### src/rtl/actwd_pkg.sv
package actwd_pkg;

    localparam int REG_W        = 8;
    localparam int CNT_W        = 16;
    localparam int SECS_PER_MIN = 60;
    localparam int SEC_W        = $clog2(SECS_PER_MIN);
    localparam int NUM_SRC      = 4;

    localparam logic [REG_W-1:0] IDX_CTRL   = 8'h71;
    localparam logic [REG_W-1:0] IDX_CFG    = 8'h72;
    localparam logic [REG_W-1:0] IDX_CNT_LO = 8'h73;
    localparam logic [REG_W-1:0] IDX_CNT_HI = 8'h74;

    // source order equals control bit order 4..7
    localparam int SRC_GAME  = 0;
    localparam int SRC_KBD   = 1;
    localparam int SRC_MOUSE = 2;
    localparam int SRC_IR    = 3;

    localparam int CTRL_STATUS_BIT = 0;
    localparam int CTRL_FORCE_BIT  = 1;
    localparam int CTRL_EN_LSB     = 4;

    typedef struct packed {
        logic       sec_base;
        logic       kbd_rst_en;
        logic       tmo_en;
        logic       pwr_rst_en;
        logic [3:0] irq_line;
    } cfg_t;

    typedef struct packed {
        logic load;
        logic force_exp;
        logic reload;
        logic tick;
    } cnt_cmd_t;

    function automatic logic [REG_W-1:0] ctrl_view(input logic [NUM_SRC-1:0] en,
                                                   input logic st);
        return {en, 3'b000, st};
    endfunction

endpackage

### src/rtl/actwd_regs.sv
module actwd_regs
    import actwd_pkg::*;
(
    input  logic             clk,
    input  logic             rst,
    input  logic             wr,
    input  logic [REG_W-1:0] idx,
    input  logic [REG_W-1:0] wdata,
    input  logic             expire,
    input  logic [CNT_W-1:0] cnt,
    output logic [REG_W-1:0] rdata,
    output logic [NUM_SRC-1:0] src_en,
    output logic             unit_sec,
    output logic             kbd_en,
    output logic             pwr_en,
    output logic             tmo_en,
    output logic             status,
    output logic [CNT_W-1:0] preset,
    output logic [CNT_W-1:0] load_val,
    output logic             load,
    output logic             force_exp
);

    cfg_t cfg_q;
    logic wr_ctl, wr_cfg, wr_lo, wr_hi;

    assign wr_ctl = wr && (idx == IDX_CTRL);
    assign wr_cfg = wr && (idx == IDX_CFG);
    assign wr_lo  = wr && (idx == IDX_CNT_LO);
    assign wr_hi  = wr && (idx == IDX_CNT_HI);

    assign load      = wr_lo || wr_hi;
    assign force_exp = wr_ctl && wdata[CTRL_FORCE_BIT];

    always_comb begin
        load_val = preset;
        if (wr_lo) load_val[REG_W-1:0] = wdata;
        if (wr_hi) load_val[CNT_W-1:REG_W] = wdata;
    end

    always_ff @(posedge clk) begin
        if (rst) begin
            cfg_q  <= '0;
            src_en <= '0;
            preset <= '0;
            status <= 1'b0;
        end else begin
            if (wr_ctl) src_en <= wdata[CTRL_EN_LSB +: NUM_SRC];
            if (wr_cfg) cfg_q  <= cfg_t'(wdata);
            if (load)   preset <= load_val;
            if (expire)
                status <= 1'b1;
            else if (wr_ctl && !wdata[CTRL_STATUS_BIT])
                status <= 1'b0;
        end
    end

    assign unit_sec = cfg_q.sec_base;
    assign kbd_en   = cfg_q.kbd_rst_en;
    assign pwr_en   = cfg_q.pwr_rst_en;
    assign tmo_en   = cfg_q.tmo_en;

    always_comb begin
        unique case (idx)
            IDX_CTRL:   rdata = ctrl_view(src_en, status);
            IDX_CFG:    rdata = cfg_q;
            IDX_CNT_LO: rdata = cnt[REG_W-1:0];
            IDX_CNT_HI: rdata = cnt[CNT_W-1:REG_W];
            default:    rdata = '0;
        endcase
    end

    AST_STATUS_AFTER_EXPIRY: assert property (@(posedge clk) disable iff (rst)
        expire |=> status);
    AST_STATUS_RISE_CAUSE: assert property (@(posedge clk) disable iff (rst)
        $rose(status) |-> $past(expire));

endmodule

### src/rtl/actwd_tick.sv
module actwd_tick
    import actwd_pkg::*;
#(
    parameter int CLKS_PER_SEC = 50_000_000
) (
    input  logic clk,
    input  logic rst,
    input  logic restart,
    input  logic unit_sec,
    output logic tick
);

    localparam int PRE_W = (CLKS_PER_SEC > 1) ? $clog2(CLKS_PER_SEC) : 1;

    logic [PRE_W-1:0] pre_q;
    logic [SEC_W-1:0] sec_q;
    logic             sec_tick, min_tick;

    assign sec_tick = (pre_q == PRE_W'(CLKS_PER_SEC - 1));
    assign min_tick = sec_tick && (sec_q == SEC_W'(SECS_PER_MIN - 1));
    assign tick     = unit_sec ? sec_tick : min_tick;

    always_ff @(posedge clk) begin
        if (rst || restart) begin
            pre_q <= '0;
            sec_q <= '0;
        end else if (sec_tick) begin
            pre_q <= '0;
            sec_q <= min_tick ? '0 : sec_q + 1'b1;
        end else begin
            pre_q <= pre_q + 1'b1;
        end
    end

    AST_SEC_RANGE: assert property (@(posedge clk) disable iff (rst)
        sec_q < SEC_W'(SECS_PER_MIN));

endmodule

### src/rtl/actwd_reload.sv
module actwd_reload
    import actwd_pkg::*;
#(
    parameter int IR_DELAY_CLKS = 250_000
) (
    input  logic               clk,
    input  logic               rst,
    input  logic [NUM_SRC-1:0] ev,
    input  logic [NUM_SRC-1:0] src_en,
    output logic               reload
);

    logic [NUM_SRC-1:0] hit;
    logic               ir_fire;

    assign hit    = ev & src_en;
    assign reload = hit[SRC_GAME] || hit[SRC_KBD] || hit[SRC_MOUSE] || ir_fire;

    generate
        if (IR_DELAY_CLKS == 0) begin : g_ir_direct
            assign ir_fire = hit[SRC_IR];
        end else begin : g_ir_delay
            localparam int DW = (IR_DELAY_CLKS > 1) ? $clog2(IR_DELAY_CLKS) : 1;
            logic          pend;
            logic [DW-1:0] dcnt;

            assign ir_fire = pend && (dcnt == DW'(IR_DELAY_CLKS - 1));

            always_ff @(posedge clk) begin
                if (rst) begin
                    pend <= 1'b0;
                    dcnt <= '0;
                end else if (pend && !ir_fire) begin
                    dcnt <= dcnt + 1'b1;
                end else begin
                    pend <= hit[SRC_IR];
                    dcnt <= '0;
                end
            end

            AST_IR_ONE_SHOT: assert property (@(posedge clk) disable iff (rst)
                (ir_fire && !hit[SRC_IR]) |=> !ir_fire);
            AST_IR_PEND_CAUSE: assert property (@(posedge clk) disable iff (rst)
                $rose(pend) |-> $past(hit[SRC_IR]));
        end
    endgenerate

endmodule

### src/rtl/actwd_counter.sv
module actwd_counter
    import actwd_pkg::*;
(
    input  logic             clk,
    input  logic             rst,
    input  cnt_cmd_t         cmd,
    input  logic [CNT_W-1:0] load_val,
    input  logic [CNT_W-1:0] preset,
    output logic [CNT_W-1:0] cnt,
    output logic             expire,
    output logic             restart
);

    logic running, reload_ok;

    assign running   = (cnt != '0);
    assign reload_ok = cmd.reload && running;
    assign restart   = cmd.load || reload_ok;
    assign expire    = !cmd.load &&
                       (cmd.force_exp ||
                        (!reload_ok && cmd.tick && cnt == CNT_W'(1)));

    always_ff @(posedge clk) begin
        if (rst)                 cnt <= '0;
        else if (cmd.load)       cnt <= load_val;
        else if (cmd.force_exp)  cnt <= '0;
        else if (reload_ok)      cnt <= preset;
        else if (cmd.tick && running) cnt <= cnt - 1'b1;
    end

    AST_IDLE_HOLDS: assert property (@(posedge clk) disable iff (rst)
        (!running && !cmd.load) |=> (cnt == '0));
    AST_STEP_ONE: assert property (@(posedge clk) disable iff (rst)
        (running && cmd.tick && !cmd.load && !cmd.force_exp && !cmd.reload)
        |=> (cnt == $past(cnt) - 1'b1));
    AST_NO_TICK_HOLD: assert property (@(posedge clk) disable iff (rst)
        (!cmd.tick && !cmd.load && !cmd.force_exp && !cmd.reload)
        |=> $stable(cnt));
    AST_LOAD_TAKES: assert property (@(posedge clk) disable iff (rst)
        cmd.load |=> (cnt == $past(load_val)));

endmodule

### src/rtl/actwd_pulse.sv
module actwd_pulse #(
    parameter int WIDTH_CLKS = 64
) (
    input  logic clk,
    input  logic rst,
    input  logic trig,
    output logic pulse
);

    localparam int PW = $clog2(WIDTH_CLKS + 1);

    logic [PW-1:0] pcnt;

    assign pulse = (pcnt != '0);

    always_ff @(posedge clk) begin
        if (rst)        pcnt <= '0;
        else if (trig)  pcnt <= PW'(WIDTH_CLKS);
        else if (pulse) pcnt <= pcnt - 1'b1;
    end

    AST_PULSE_STARTS: assert property (@(posedge clk) disable iff (rst)
        trig |=> pulse);
    AST_PULSE_CAUSE: assert property (@(posedge clk) disable iff (rst)
        $rose(pulse) |-> $past(trig));

endmodule

### src/rtl/actwd.sv
module actwd
    import actwd_pkg::*;
#(
    parameter int CLKS_PER_SEC   = 50_000_000,
    parameter int IR_DELAY_CLKS  = 250_000,
    parameter int RST_PULSE_CLKS = 64
) (
    input  logic       clk,
    input  logic       rst,
    input  logic       reg_wr,
    input  logic [7:0] reg_idx,
    input  logic [7:0] reg_wdata,
    output logic [7:0] reg_rdata,
    input  logic       ev_ir,
    input  logic       ev_mouse,
    input  logic       ev_kbd,
    input  logic       ev_game,
    output logic       kbd_rst_o,
    output logic       pwr_rst_o,
    output logic       tmo_o
);

    localparam int NUM_PULSE = 2;

    logic [NUM_SRC-1:0] ev_vec, src_en;
    logic [CNT_W-1:0]   cnt, preset, load_val;
    logic               unit_sec, kbd_en, pwr_en, tmo_en, status;
    logic               load, force_exp, reload, tick, expire, restart;
    cnt_cmd_t           cmd;
    logic [NUM_PULSE-1:0] p_en, p_out;

    assign ev_vec = {ev_ir, ev_mouse, ev_kbd, ev_game};

    actwd_regs u_regs (
        .clk(clk), .rst(rst), .wr(reg_wr), .idx(reg_idx), .wdata(reg_wdata),
        .expire(expire), .cnt(cnt), .rdata(reg_rdata), .src_en(src_en),
        .unit_sec(unit_sec), .kbd_en(kbd_en), .pwr_en(pwr_en), .tmo_en(tmo_en),
        .status(status), .preset(preset), .load_val(load_val),
        .load(load), .force_exp(force_exp)
    );

    actwd_tick #(.CLKS_PER_SEC(CLKS_PER_SEC)) u_tick (
        .clk(clk), .rst(rst), .restart(restart), .unit_sec(unit_sec), .tick(tick)
    );

    actwd_reload #(.IR_DELAY_CLKS(IR_DELAY_CLKS)) u_reload (
        .clk(clk), .rst(rst), .ev(ev_vec), .src_en(src_en), .reload(reload)
    );

    assign cmd = '{load: load, force_exp: force_exp, reload: reload, tick: tick};

    actwd_counter u_cnt (
        .clk(clk), .rst(rst), .cmd(cmd), .load_val(load_val), .preset(preset),
        .cnt(cnt), .expire(expire), .restart(restart)
    );

    assign p_en = {pwr_en, kbd_en};

    for (genvar g = 0; g < NUM_PULSE; g++) begin : g_pulse
        actwd_pulse #(.WIDTH_CLKS(RST_PULSE_CLKS)) u_pulse (
            .clk(clk), .rst(rst), .trig(expire && p_en[g]), .pulse(p_out[g])
        );
    end

    assign kbd_rst_o = p_out[0];
    assign pwr_rst_o = p_out[1];
    assign tmo_o     = status && tmo_en;

endmodule

### config.mk
export PLATFORM = sky130hd
export DESIGN_NAME = actwd
export DESIGN_NICKNAME = d
export VERILOG_FILES = /design/src/rtl/actwd_pkg.sv /design/src/rtl/actwd_regs.sv /design/src/rtl/actwd_tick.sv /design/src/rtl/actwd_reload.sv /design/src/rtl/actwd_counter.sv /design/src/rtl/actwd_pulse.sv /design/src/rtl/actwd.sv
export SDC_FILE = /design/constraint.sdc
export NUM_CORES = 1
export LEC_CHECK = 0
export BUFFER_PORTS_ARGS = -buffer_cell sky130_fd_sc_hd__buf_2
export CAP_MARGIN = 30
export CORE_UTILIZATION = 45
export CTS_CLUSTER_DIAMETER = 30
export CTS_CLUSTER_SIZE = 20
export DETAILED_ROUTE_END_ITERATION = 12
export GPL_TIMING_DRIVEN = 0
export PLACE_DENSITY_LB_ADDON = 0.3
export SETUP_SLACK_MARGIN = 0.4
export SYNTH_ARGS = -nofsm -noshare
export SYNTH_HDL_FRONTEND = slang
export SYNTH_SLANG_ARGS = --single-unit
### constraint.sdc
create_clock -name clk -period 3.1 [get_ports clk]
set_input_delay 0.31 -clock clk [delete_from_list [all_inputs] [get_ports clk]]
set_output_delay 0.31 -clock clk [all_outputs]
set_load 0.005 [all_outputs]
Yosys cells after proc, flatten, opt, wreduce, memory -nomap -nowiden --
Index checks and enable logic that the tools add are counted.
Storage, ports and cells: flip-flop bits (word level) 110, input port bits 23, output and inout bits 11, logic and storage cells 87
Operators by class: $add $sub $neg 6, equality and inequality tests 8, multiplexer cells 15, bitwise logic cells 2, reduce and logical (&&, ||, !) cells 39
Operators with widths (number):
- $mux W16 | 4
- $eq A8 B7 Y1 const B | 4
- $pmux W8 S4 | 1
- $mux W7 | 4
- $add A26 B1 Y26 const B | 1
- $eq A26 B26 Y1 const B | 1
- $add A18 B1 Y18 const B | 1
- $eq A18 B18 Y1 const B | 1
- $logic_and A1 B1 Y1 | 17
- $eq A16 B1 Y1 const B | 1
- $mux W8 | 2
- $reduce_bool A16 Y1 | 1
- $sub A16 B1 Y16 const B | 1
- $reduce_bool A7 Y1 | 2
- $sub A7 B1 Y7 const B | 2
- $reduce_or A2 Y1 | 4
- $logic_or A1 B1 Y1 | 7
- $add A6 B1 Y6 const B | 1
- $eq A6 B6 Y1 const B | 1
- $mux W6 | 1
- $reduce_bool A2 Y1 | 3
- $and A4 B4 Y4 | 1
- $logic_not A1 Y1 | 4
- $reduce_bool A4 Y1 | 1
- other kinds (2) | 4

Logic depth before layout (Yosys ltp) --
Gate-level depths: netlist of the first run.
depth in word-level cells 12, depth in mapped cells 9, depth with buffers taken out 8

Cells and area by module --
Synthesis of the first run repeated with hierarchy kept, for this count alone.
Unflattened totals: cells, all modules 711, area, all modules 6262.3 um2
By module, submodules not included:
- actwd_regs | instances 1, cells each 176, area each 1754.2 um2, seq. area each 580.6 um2
- actwd_tick | instances 1, cells each 187, area each 1584.0 um2, seq. area each 640.6 um2
- actwd_counter | instances 1, cells each 163, area each 1256.2 um2, seq. area each 320.3 um2
- actwd_reload | instances 1, cells each 100, area each 928.4 um2, seq. area each 380.4 um2
- actwd_pulse | instances 2, cells each 41, area each 360.3 um2, seq. area each 140.1 um2
- actwd | instances 1, cells each 3, area each 18.8 um2, seq. area each 0.0 um2

Least setup slack after synthesis of the first run --
Ideal clock, no wire load.
path kind input to output, start input reg_idx[3], end output reg_rdata[5], arrival 1923 ps, path slack 867 ps, cell stages on the path 6, buffers on the path 1, cells stage by stage nor4bb_1 -> nand2_1 -> nor4b_2 -> clkbuf_1 -> a22oi_1 -> nand2_1
On the way: longest elaborated chain between the ends 2, elaborated cells between the ends (all ways) 5
Ends and longest elaborated chain:
- from (decl) | RTL line actwd.sv:11 | input logic [7:0] reg_idx,
- $eq A8 B7 Y1 | RTL line actwd_regs.sv:64 | unique case (idx)
- $pmux W8 S4 * | RTL line actwd_regs.sv:64
- to (decl) | RTL line actwd.sv:13 | output logic [7:0] reg_rdata,
Every way passes the cells marked *; elsewhere a longest branch is shown, timed or not.

Worst setup path in the final report of the first run --
start input reg_idx[3], end output reg_rdata[7]
The elaborated chain is that of the path after synthesis.

==> impl_summary.log, run 1 <==
[metrics] die area: roughly 0.013 sq mm
[metrics] via count of the first global-routing pass: approximately 5,000
[metrics] effective utilization at floorplan: 0.464
[metrics] maximum number of pins on one net before global-route repair: 17
[metrics] number of top-level pins: 34
[metrics] Seq/Total Area, Yosys: 0.396
[metrics] dominant cell type by area after synthesis: dfxtp_1
[metrics] Post-synth top cells: dfxtp_1 (110), nor2_1 (99), nand2_1 (58)
[metrics] Max Cap Violations: 0
[metrics] DP HPWL: about 10 mm
[metrics] cell count after synthesis: ~670
[metrics] CP cell instances: buf_2 > nor4bb_1 > nand2_1 > nor3_2 > a22oi_1 > nand2_1 > buf_2
[metrics] RePlAce Congestion: between 0.9 and 1
[metrics] post-synthesis to final-layout area growth: 13.1%
[metrics] Clock transition at path regs: 70 ps
[metrics] Layout Nets: between 700 and 800
[metrics] Routed WL: approximately 15 mm
[metrics] reg-to-reg critical path endpoint: u_cnt.cnt[13]
[metrics] floorplan core area: about 0.012 sq mm
[metrics] final critical delay including setup and external delays: roughly 2600 ps
[metrics] main flop type after synthesis: dfxtp_1
[metrics] antenna violations before repair: 0
[metrics] Hold Vio Cnt, Final: 0
[metrics] Final TNS setup: 0 ps
[metrics] Clock Latency Late Sink: 360 ps
[metrics] Post-Synthesis Mean Instance Area: between 8 and 9 sq um
[metrics] Max Clock Skew: 10.1 ps
[metrics] cell area after technology mapping: 0.00557 sq mm
[metrics] routed wire length per instance: 16.8 um
[metrics] maximum fanout count along the critical path: 10
[metrics] count of yosys warnings during synthesis: 0
[metrics] combined buffer and inverter count along the critical path: 2
[metrics] Fmax: 0.382 GHz
[metrics] Yosys reg bits: 110
[metrics] CTS Buf Count: 9
[metrics] share of layout cells above drive strength 1: 0.108
[metrics] Clock Sinks: 110
[metrics] largest cells by area after synthesis: dfxtp_1 (40%), nor2_1 (6.7%), xor2_1 (5.2%)
[metrics] Worst R2R Start: u_reload.g_ir_delay.dcnt[9]
[metrics] number of diodes: 0
[metrics] worst vdd rail ir drop: 0.537 mV
[metrics] CP max-delay cell: nor3_2
[metrics] cell family with most CP delay: simple AND/OR/NAND/NOR gates
[metrics] type of the most critical hold path: primary input to flip-flop
[metrics] H-Tree Level Count: 3
[metrics] reg2reg path depth: 8
[metrics] Worst Setup Start Kind: primary input
[metrics] worst setup path class: primary input to output port
[metrics] Register-to-Register Setup Slack: 550 ps
[metrics] global routing usage summed across all routing layers: 0.238
[metrics] number of I/O port buffers: 33
[metrics] Initial DRC Count: approximately 460
[metrics] Final Util: 0.524
[metrics] WHS Endpoint: u_reload.g_ir_delay.pend
[metrics] RSZ-0062 raised after global routing: no
[metrics] pwr/cell area: between 500 and 600 mW/mm^2
[metrics] number of remaining DRC errors: 0
[metrics] Worst Hold Depth: 3
[metrics] Period Utilization, post-route: 0.845
[metrics] pre-CTS setup slack: -24.8 ps
[metrics] most instantiated library cell after synthesis: dfxtp_1
[metrics] hold buffer count at CTS: 0
[metrics] worst hold start: ev_ir
[metrics] count of final setup violators: 0
[metrics] Hold Worst Slack: between 200 and 250 ps
[metrics] Post-synth EDFFs: 0
[metrics] Via density: 5.94
[metrics] total leakage power: about 2.4 nW
[metrics] Post-Synthesis Net Count: between 700 and 800
[metrics] total global routing overflow: 0
[metrics] first-pass detailed-route iteration total: 7
[metrics] critical path endpoint category: output port
[metrics] largest buffer count on any clock path: 2
[metrics] Vert. Die Dim: 113 um
[metrics] Tot Pwr: approximately 3.4 mW
[metrics] share of Yosys cell area claimed by the top area cell type: 0.396
[metrics] transition time of the tightest slew-check pin: ~960 ps
[metrics] critical path arrival: about 2300 ps
[metrics] Crit path largest cell delay: 640 ps
[metrics] post-synth cell types: 59
[metrics] total number of placement rows: 40
[metrics] antenna-violating nets left: 0
[metrics] width of the chip: 113 um
[metrics] proportion of synthesized flip-flops having asynchronous set or reset: 0
[metrics] required time reported for the critical path endpoint: between 2000 and 3000 ps
[metrics] first-pass GRT wire length: 23.9 mm
[metrics] clk root buf: clkbuf_16
[metrics] vias post-DR: a little over 5,000
[metrics] worst path setup slack after routing: between 400 and 500 ps
[metrics] worst-case headroom to the max-slew limit: 0.360
[metrics] status: finished, final reports clean
[metrics] clock tree from TritonCTS: yes
[metrics] max-slew violations: 0
[metrics] Worst setup startpoint: reg_idx[3]
-- cell type report --
| cell class | instances | area (sq um) |
|---|---|---|
| inverters | 23 | 86.3 |
| well taps | 147 | 184 |
| clock buffers | 12 | 246 |
| fillers | 1111 | 5710 |
| clock inverters | 3 | 68.8 |
| repair buffers | 37 | 190 |
| plain buffers | 37 | 165 |
| flip-flops and latches | 110 | 2200 |
| multi-input cells | 501 | 3150 |
-- flip-flops by register name, summed over array words and instances, names as in the netlist --
| name | cells |
|---|---|
| u_regs.cfg_q | 4 |
| u_regs.preset | 16 |
| u_regs.unit_sec | 1 |
| u_regs.status | 1 |
| u_reload.g_ir_delay.pend | 1 |
| u_regs.kbd_en | 1 |
| u_regs.src_en | 4 |
| u_tick.sec_q | 6 |
| g_pulse.u_pulse.pcnt | 14 |
| u_regs.pwr_en | 1 |
| u_cnt.cnt | 16 |
| u_regs.tmo_en | 1 |
| u_tick.pre_q | 26 |
| u_reload.g_ir_delay.dcnt | 18 |
-- per-stage QoR --
stage                     std cells  area (sq um)
after global routing            870          6300
after floorplan                 671          5570
after detailed placement        853          5930
after global placement          851          5920
after CTS                       870          6270
final                           870          6300
-- cell families (layout without fill, tap and decap cells) --
family                     after synthesis  after routing  synth area share
AOI/OAI and AO/OA                      133            133             0.167
xor gates and xnor gates                62             62            0.0975
DFF                                    110            110             0.396
and+or+nand+nor                        288            288             0.260
muxes                                   10             10            0.0180
buffers and inverters                   60            112            0.0438
adders and majority gates                8              8            0.0180
-- how the worst max path moves through the flow --
stage,cells past startpoint,to
after floorplan,6,reg_rdata[5]
after global placement,8,reg_rdata[6]
after detailed placement,8,reg_rdata[6]
after CTS,8,u_cnt.cnt[13]
after global routing,7,reg_rdata[7]
final,7,reg_rdata[7]
-- routing by layer --
metal,vias to the layer above,track usage,part of all wire
met4,0,0.0991,0.029
li1,2489,-,-
met5,-,0,0
met2,185,0.390,0.47
met3,37,0.0659,0.066
met1,2461,0.293,0.44
-- placed cells by master (no fill, tap or decap), drive strengths merged, types with 23 or more instances in the layout --
master / count
xnor2: 29
a21oi: 28
buf: 50
xor2: 33
dfxtp: 110
nand2: 58
clkbuf: 36
nor2: 99
nand3: 38
inv: 23
-- worst register-to-register path, stage by stage (launching register included) --
cell      delay (ps)
dfxtp_1          350
or4_4            550
nor4_4           300
a31oi_2          160
buf_4            200
o211ai_2         290
buf_2            310
nor2_1            70
a211oi_1         210
-- timing repair --
item,in CTS,in global routing
setup buffers,2,0
pin swaps,2,4
resized for setup,3,13
setup endpoints to repair,20,38
hold endpoints to repair,0,0
cloned,0,0
-- power breakdown --
group          switching [mW]  total, mW  internal (mW)
logic                   0.306      0.548          0.242
clock network           0.520       1.25          0.728
registers              0.0715       1.56           1.49
Note: power is estimated with default switching activity, not from simulation.
==> run 2, diff against run 1 <==
- clock period: 3.1 -> 2.7 ns (I/O delays scaled with it)
==> run 2 against run 1 <==
Cell count rose by 1.3%; clock-buffer cell count did not move; routed wire length rose by 4.6%; global-route usage rose by 0.55 points; via count rose by 0.85%; die area did not move; largest cell class unchanged; largest power group unchanged; combinational power rose by 38%; sequential share of layout area fell by 1.8 points.
==> impl_summary.log, run 2 (same netlist as run 1, synthesis figures left out) <==
[metrics] routed wire length per instance: approximately 17 um
[metrics] worst-case headroom to the max-slew limit: 0.405
[metrics] worst vdd rail ir drop: between 0.6 and 0.7 mV
[metrics] Post-Layout Cell Count: a little under 900
[metrics] net switching share of the total power: 0.281
[metrics] Clock Sinks: 110
[metrics] CP cell instances: or4_4 > nor4_4 > a31oi_2 > buf_6 > o211ai_4 > buf_6 > nor2_4 > a311oi_2
[metrics] first-pass GRT wire length: 24.4 mm
[metrics] Vert. Die Dim: around 110 um
[metrics] Max Cap Violations: 0
[metrics] total global routing overflow: 0
[metrics] status: finished, final reports clean
[metrics] worst setup path class: flip-flop to flip-flop
[metrics] number of top-level pins: 34
[metrics] max-slew violations: 0
[metrics] largest reg by FF count: u_tick.pre_q
[metrics] Initial DRC Count: 471
[metrics] maximum number of pins on one net before global-route repair: 17
[metrics] width of the chip: approximately 110 um
[metrics] required time reported for the critical path endpoint: approximately 3000 ps
[metrics] DP HPWL: around 10 mm
[metrics] largest buffer count on any clock path: 2
[metrics] number of diodes: 0
[metrics] maximum fanout count along the critical path: 7
[metrics] total instance count after detailed placement: between 800 and 900
[metrics] RePlAce Congestion: 0.925
[metrics] hold buffer count at CTS: 0
[metrics] share of total power in the clock network: 0.360
[metrics] Crit path largest cell delay: 540 ps
[metrics] count of final setup violators: 0
[metrics] type of the most critical hold path: primary input to flip-flop
[metrics] Clock transition at path regs: 70 ps
[metrics] via count of the first global-routing pass: around 5,000
[metrics] effective utilization at floorplan: 0.464
[metrics] antenna-violating nets left: 0
[metrics] power spent charging and discharging nets: about 1.1 mW
[metrics] number of filler cells placed in the layout: around 1,100
[metrics] vias post-DR: ~5,200
[metrics] post-synthesis to final-layout area growth: 19.8%
[metrics] Final TNS setup: 0 ps
[metrics] RSZ-0062 raised after global routing: yes
[metrics] clk root buf: clkbuf_16
[metrics] Largest register FFs: 26
[metrics] number of remaining DRC errors: 0
[metrics] critical path arrival: about 2700 ps
[metrics] Fmax: 0.417 GHz
[metrics] clock tree from TritonCTS: yes
[metrics] global routing usage summed across all routing layers: 0.243
[metrics] Power Internal: roughly 2.9 mW
[metrics] sequential cell fraction of total power: 0.450
[metrics] Via density: between 5 and 6
[metrics] H-Tree Level Count: 3
[metrics] antenna violations before repair: 0
[metrics] transition time of the tightest slew-check pin: a little under 900 ps
[metrics] CTS Buf Count: 9
[metrics] power share of the combinational group: 0.190
[metrics] Routed WL: approximately 15 mm
[metrics] pwr/cell area: 600 mW/mm^2
[metrics] Layout Nets: around 760
[metrics] Worst Setup Start Kind: flip-flop
[metrics] leading cell type in the layout, fill and taps excluded: dfxtp_1
[metrics] die area: 0.0128 sq mm
[metrics] total leakage power: around 2.5 nW
[metrics] Period Utilization, post-route: 0.889
[metrics] CP max-delay cell: or4_4
[metrics] Hold Vio Cnt, Final: 0
[metrics] registers with the most flip-flops: u_tick.pre_q (26), u_reload.g_ir_delay.dcnt (18)
[metrics] final critical delay including setup and external delays: ~2400 ps
[metrics] commonest cells after routing, fill and taps aside: dfxtp_1 (107), nor2_1 (92), nand2_1 (58)
[metrics] Clock Latency Late Sink: about 360 ps
[metrics] floorplan core area: 0.0120 sq mm
[metrics] total number of placement rows: 40
[metrics] share of layout cells above drive strength 1: 0.170
[metrics] Max Clock Skew: 10.5 ps
[metrics] number of I/O port buffers: 33
[metrics] first-pass detailed-route iteration total: 5
[metrics] critical path endpoint category: flip-flop
[metrics] cell with the most instances on the worst path: buf_6
run 2: cell type report:
| class | count | area [sq um] | share of cell area |
|---|---|---|---|
| multi-input cells | 501 | 3370 | 0.506 |
| repair buffers | 48 | 293 | 0.0439 |
| plain buffers | 37 | 209 | 0.0313 |
| well taps | 147 | 184 | 0.0276 |
| flip-flops and latches | 110 | 2210 | 0.331 |
| clock inverters | 3 | 68.8 | 0.0103 |
| inverters | 23 | 86.3 | 0.0129 |
| clock buffers | 12 | 246 | 0.0370 |
run 2: what timing repair did:
item                                    CTS  global route
endpoints found under the setup margin   76            75
setup buffers                             9             2
gates resized for setup                  50            35
cloned                                    2             0
pin swaps                                27            12
run 2: power by group through the flow:
| stage | logic [mW] | registers (mW) | clock network (mW) |
|---|---|---|---|
| 2_1_floorplan | 0.460 | 1.81 | 0 |
| 3_3_place_gp | 0.575 | 1.82 | 0 |
| 3_5_place_dp | 0.624 | 1.83 | 0 |
| 4_1_cts | 0.657 | 1.79 | 1.46 |
| 5_1_grt | 0.844 | 1.81 | 1.52 |
| 6_report | 0.758 | 1.80 | 1.44 |
run 2: worst max-delay path: cells and delay by family, from the launching register on:
| kind | cells | cell delay [ps] |
|---|---|---|
| AND/OR/NAND/NOR | 3 | 890 |
| AO/OA/AOI/OAI | 3 | 730 |
| buffers and inverters | 2 | 380 |
| flip-flops | 1 | 320 |
run 2: per-stage QoR:
step	utilization	total power, mW	cell area [sq um]	setup slack, ps	hold WS [ps]
6_report	0.555	4.00	6670	301	171
5_1_grt	0.555	4.17	6670	136	200
4_1_cts	0.541	3.91	6500	324	168
3_5_place_dp	0.493	2.45	5930	-345	449
3_3_place_gp	0.493	2.40	5920	-248	440
2_1_floorplan	-	2.27	5570	476	410
run 2: worst paths after layout:
check / from / endpoint / depth (start not counted) / slack (ps)
hold / removal: ev_ir / u_reload.g_ir_delay.pend / 3 / 170
setup reg to reg: u_reload.g_ir_delay.dcnt[6] / u_cnt.cnt[4] / 8 / 300
hold reg to reg: u_regs.cfg_q[2] / u_regs.cfg_q[2] / 2 / 460
setup / recovery: u_reload.g_ir_delay.dcnt[6] / u_cnt.cnt[4] / 8 / 300
run 2: per-layer routing:
layer | wire, um | GRT usage
met4 | 471 | 0.111
met5 | 0 | 0
met2 | 7320 | 0.398
met3 | 1090 | 0.0691
met1 | 6450 | 0.296
==> run 3, diff against run 2 <==
- CTS_BUF_LIST: not set -> sky130_fd_sc_hd__clkbuf_8
- RECOVER_POWER: not set -> 25
==> run 3 against run 2 <==
Sequential cell count stayed put; design area up 1.9%; global-route usage is essentially flat; sequential power about the same; register-to-register slack worse by 50 ps; non-clock buffer count increased by 18; sequential share of layout area shrank 0.62 points; critical endpoint is now reg_rdata[6]; highest routed layer unchanged.
==> impl_summary.log, run 3 (same netlist as run 1, synthesis figures left out) <==
[metrics] status: finished, final reports clean
[metrics] Period Utilization, post-route: 0.915
[metrics] Layout Nets: between 700 and 800
[metrics] Final Util: 0.565
[metrics] worst vdd rail ir drop: around 0.62 mV
[metrics] largest buffer count on any clock path: 2
[metrics] width of the chip: 113 um
[metrics] Max Clock Skew: roughly 11 ps
[metrics] hold buffer count at CTS: 0
[metrics] vias post-DR: between 5,000 and 6,000
[metrics] routed wire length per instance: 17.2 um
[metrics] first-pass GRT wire length: between 20 and 25 mm
[metrics] Worst Hold Depth: 3
[metrics] Initial DRC Count: between 400 and 500
[metrics] total leakage power: 2.62 nW
[metrics] maximum number of pins on one net before global-route repair: 17
[metrics] transition time of the tightest slew-check pin: 866 ps
[metrics] Vert. Die Dim: approximately 110 um
[metrics] power share of the combinational group: 0.211
[metrics] critical path arrival: between 2000 and 2500 ps
[metrics] critical path endpoint category: output port
[metrics] Largest register FFs: 26
[metrics] clock tree from TritonCTS: yes
[metrics] number of top-level pins: 34
[metrics] leading cell type in the layout, fill and taps excluded: dfxtp_1
[metrics] clk root buf: clkbuf_8
[metrics] worst path setup slack after routing: ~230 ps
[metrics] Clock transition at path regs: ~100 ps
[metrics] commonest cells after routing, fill and taps aside: dfxtp_1 (108), nor2_1 (93), nand2_1 (58)
[metrics] Worst Setup Start Kind: primary input
[metrics] worst-case headroom to the max-slew limit: 0.419
[metrics] Final TNS setup: 0 ps
[metrics] Register-to-Register Setup Slack: roughly 250 ps
[metrics] power spent charging and discharging nets: 1.07 mW
[metrics] largest reg by FF count: u_tick.pre_q
[metrics] global routing usage summed across all routing layers: 0.243
[metrics] reg-to-reg critical path endpoint: u_cnt.cnt[13]
[metrics] RePlAce Congestion: 0.925
[metrics] share of layout cells above drive strength 1: 0.185
[metrics] Fmax: approximately 0.40 GHz
[metrics] required time reported for the critical path endpoint: approximately 2400 ps
[metrics] count of final setup violators: 0
[metrics] net switching share of the total power: 0.292
[metrics] post-synthesis to final-layout area growth: 22.0%
[metrics] max-slew violations: 0
[metrics] WHS Endpoint: u_reload.g_ir_delay.pend
[metrics] number of I/O port buffers: 33
[metrics] number of diodes: 0
[metrics] sequential cell fraction of total power: 0.491
[metrics] via count of the first global-routing pass: around 5,000
[metrics] first-pass detailed-route iteration total: 5
[metrics] total number of placement rows: 40
[metrics] die area: 0.0128 sq mm
[metrics] effective utilization at floorplan: 0.464
[metrics] Via density: ~5.9
[metrics] number of filler cells placed in the layout: about 1,100
[metrics] placed instance area: 0.00593 sq mm
[metrics] reg2reg path depth: 8
[metrics] Routed WL: ~15 mm
[metrics] pwr/cell area: between 500 and 600 mW/mm^2
[metrics] antenna violations before repair: 0
[metrics] Hold Vio Cnt, Final: 0
[metrics] number of remaining DRC errors: 0
[metrics] H-Tree Level Count: 3
[metrics] floorplan core area: between 0.01 and 0.015 sq mm
[metrics] antenna-violating nets left: 0
[metrics] DP HPWL: ~10 mm
[metrics] pre-CTS setup slack: -345 ps
[metrics] registers with the most flip-flops: u_tick.pre_q (26), u_reload.g_ir_delay.dcnt (18)
[metrics] CTS Buf Count: 9
[metrics] Clock Latency Late Sink: ~400 ps
[metrics] worst hold start: ev_ir
[metrics] Max Cap Violations: 0
[metrics] maximum fanout count along the critical path: 10
[metrics] worst setup path class: primary input to output port
[metrics] post-route cell area: 0.00679 sq mm
[metrics] share of total power in the clock network: 0.299
[metrics] Worst R2R Start: u_reload.g_ir_delay.dcnt[4]
[metrics] Clock Sinks: between 100 and 150
[metrics] type of the most critical hold path: primary input to flip-flop
[metrics] final critical delay including setup and external delays: 2470 ps
[metrics] Hold Worst Slack: ~160 ps
[metrics] RSZ-0062 raised after global routing: yes
[metrics] total global routing overflow: 0
[metrics] Power Internal: 2.60 mW
[run 3: power by group through the flow]
stage	Combinational, mW	Sequential, mW	Clock (mW)
after floorplan	0.460	1.81	0
after global placement	0.575	1.82	0
after detailed placement	0.624	1.83	0
after CTS	0.643	1.79	1.12
after global routing	0.862	1.81	1.18
final	0.774	1.80	1.10
[run 3: worst max path at each step]
stage                                      start                          to  slack [ps]  depth (start not counted)
global route         u_reload.g_ir_delay.dcnt[4]                u_cnt.cnt[9]         110                          8
CTS                  u_reload.g_ir_delay.dcnt[6]            u_tick.pre_q[17]         320                          8
global placement                      reg_idx[3]                reg_rdata[6]        -250                          8
detailed placement                    reg_idx[3]                reg_rdata[6]        -340                          8
finish                                reg_idx[3]                reg_rdata[6]         230                          8
floorplan           u_reload.g_ir_delay.dcnt[10]  g_pulse[0].u_pulse.pcnt[6]         480                          7
[run 3: area by class of cell]
class	instances	area, sq um	share of cell area
buffer	37	265	0.0391
clock buffer	10	138	0.0203
clock inverter	5	76.3	0.0112
inverter	23	86.3	0.0127
multi-input combinational	501	3360	0.495
sequential	110	2210	0.325
tap	147	184	0.0271
timing repair buffer	66	475	0.0700
[run 3: metal layers]
metal / global-route usage / wire (um)
met5: 0 / 0
met4: 0.0939 / 427
met3: 0.0723 / 1060
met2: 0.405 / 7470
met1: 0.294 / 6460
[run 3: per-stage QoR]
| stage | std cells | total power [mW] |
|---|---|---|
| 2_1_floorplan | 671 | 2.27 |
| 3_5_place_dp | 853 | 2.45 |
| 4_1_cts | 882 | 3.56 |
| 5_1_grt | 899 | 3.85 |
| 6_report | 899 | 3.67 |
| 3_3_place_gp | 851 | 2.40 |
[run 3: what timing repair did]
item	CTS	global route
setup buffers	12	14
endpoints found under the setup margin	79	74
resized for setup	53	52
cloned	2	3
pin swaps	27	19
[run 3: critical path, cell delays in order]
cell and delay, ps:
buf_2 100, nor4bb_1 550, nand2_1 280, nor4b_4 350, buf_2 300, a22oi_1 130, nand2_1 100, buf_2 120
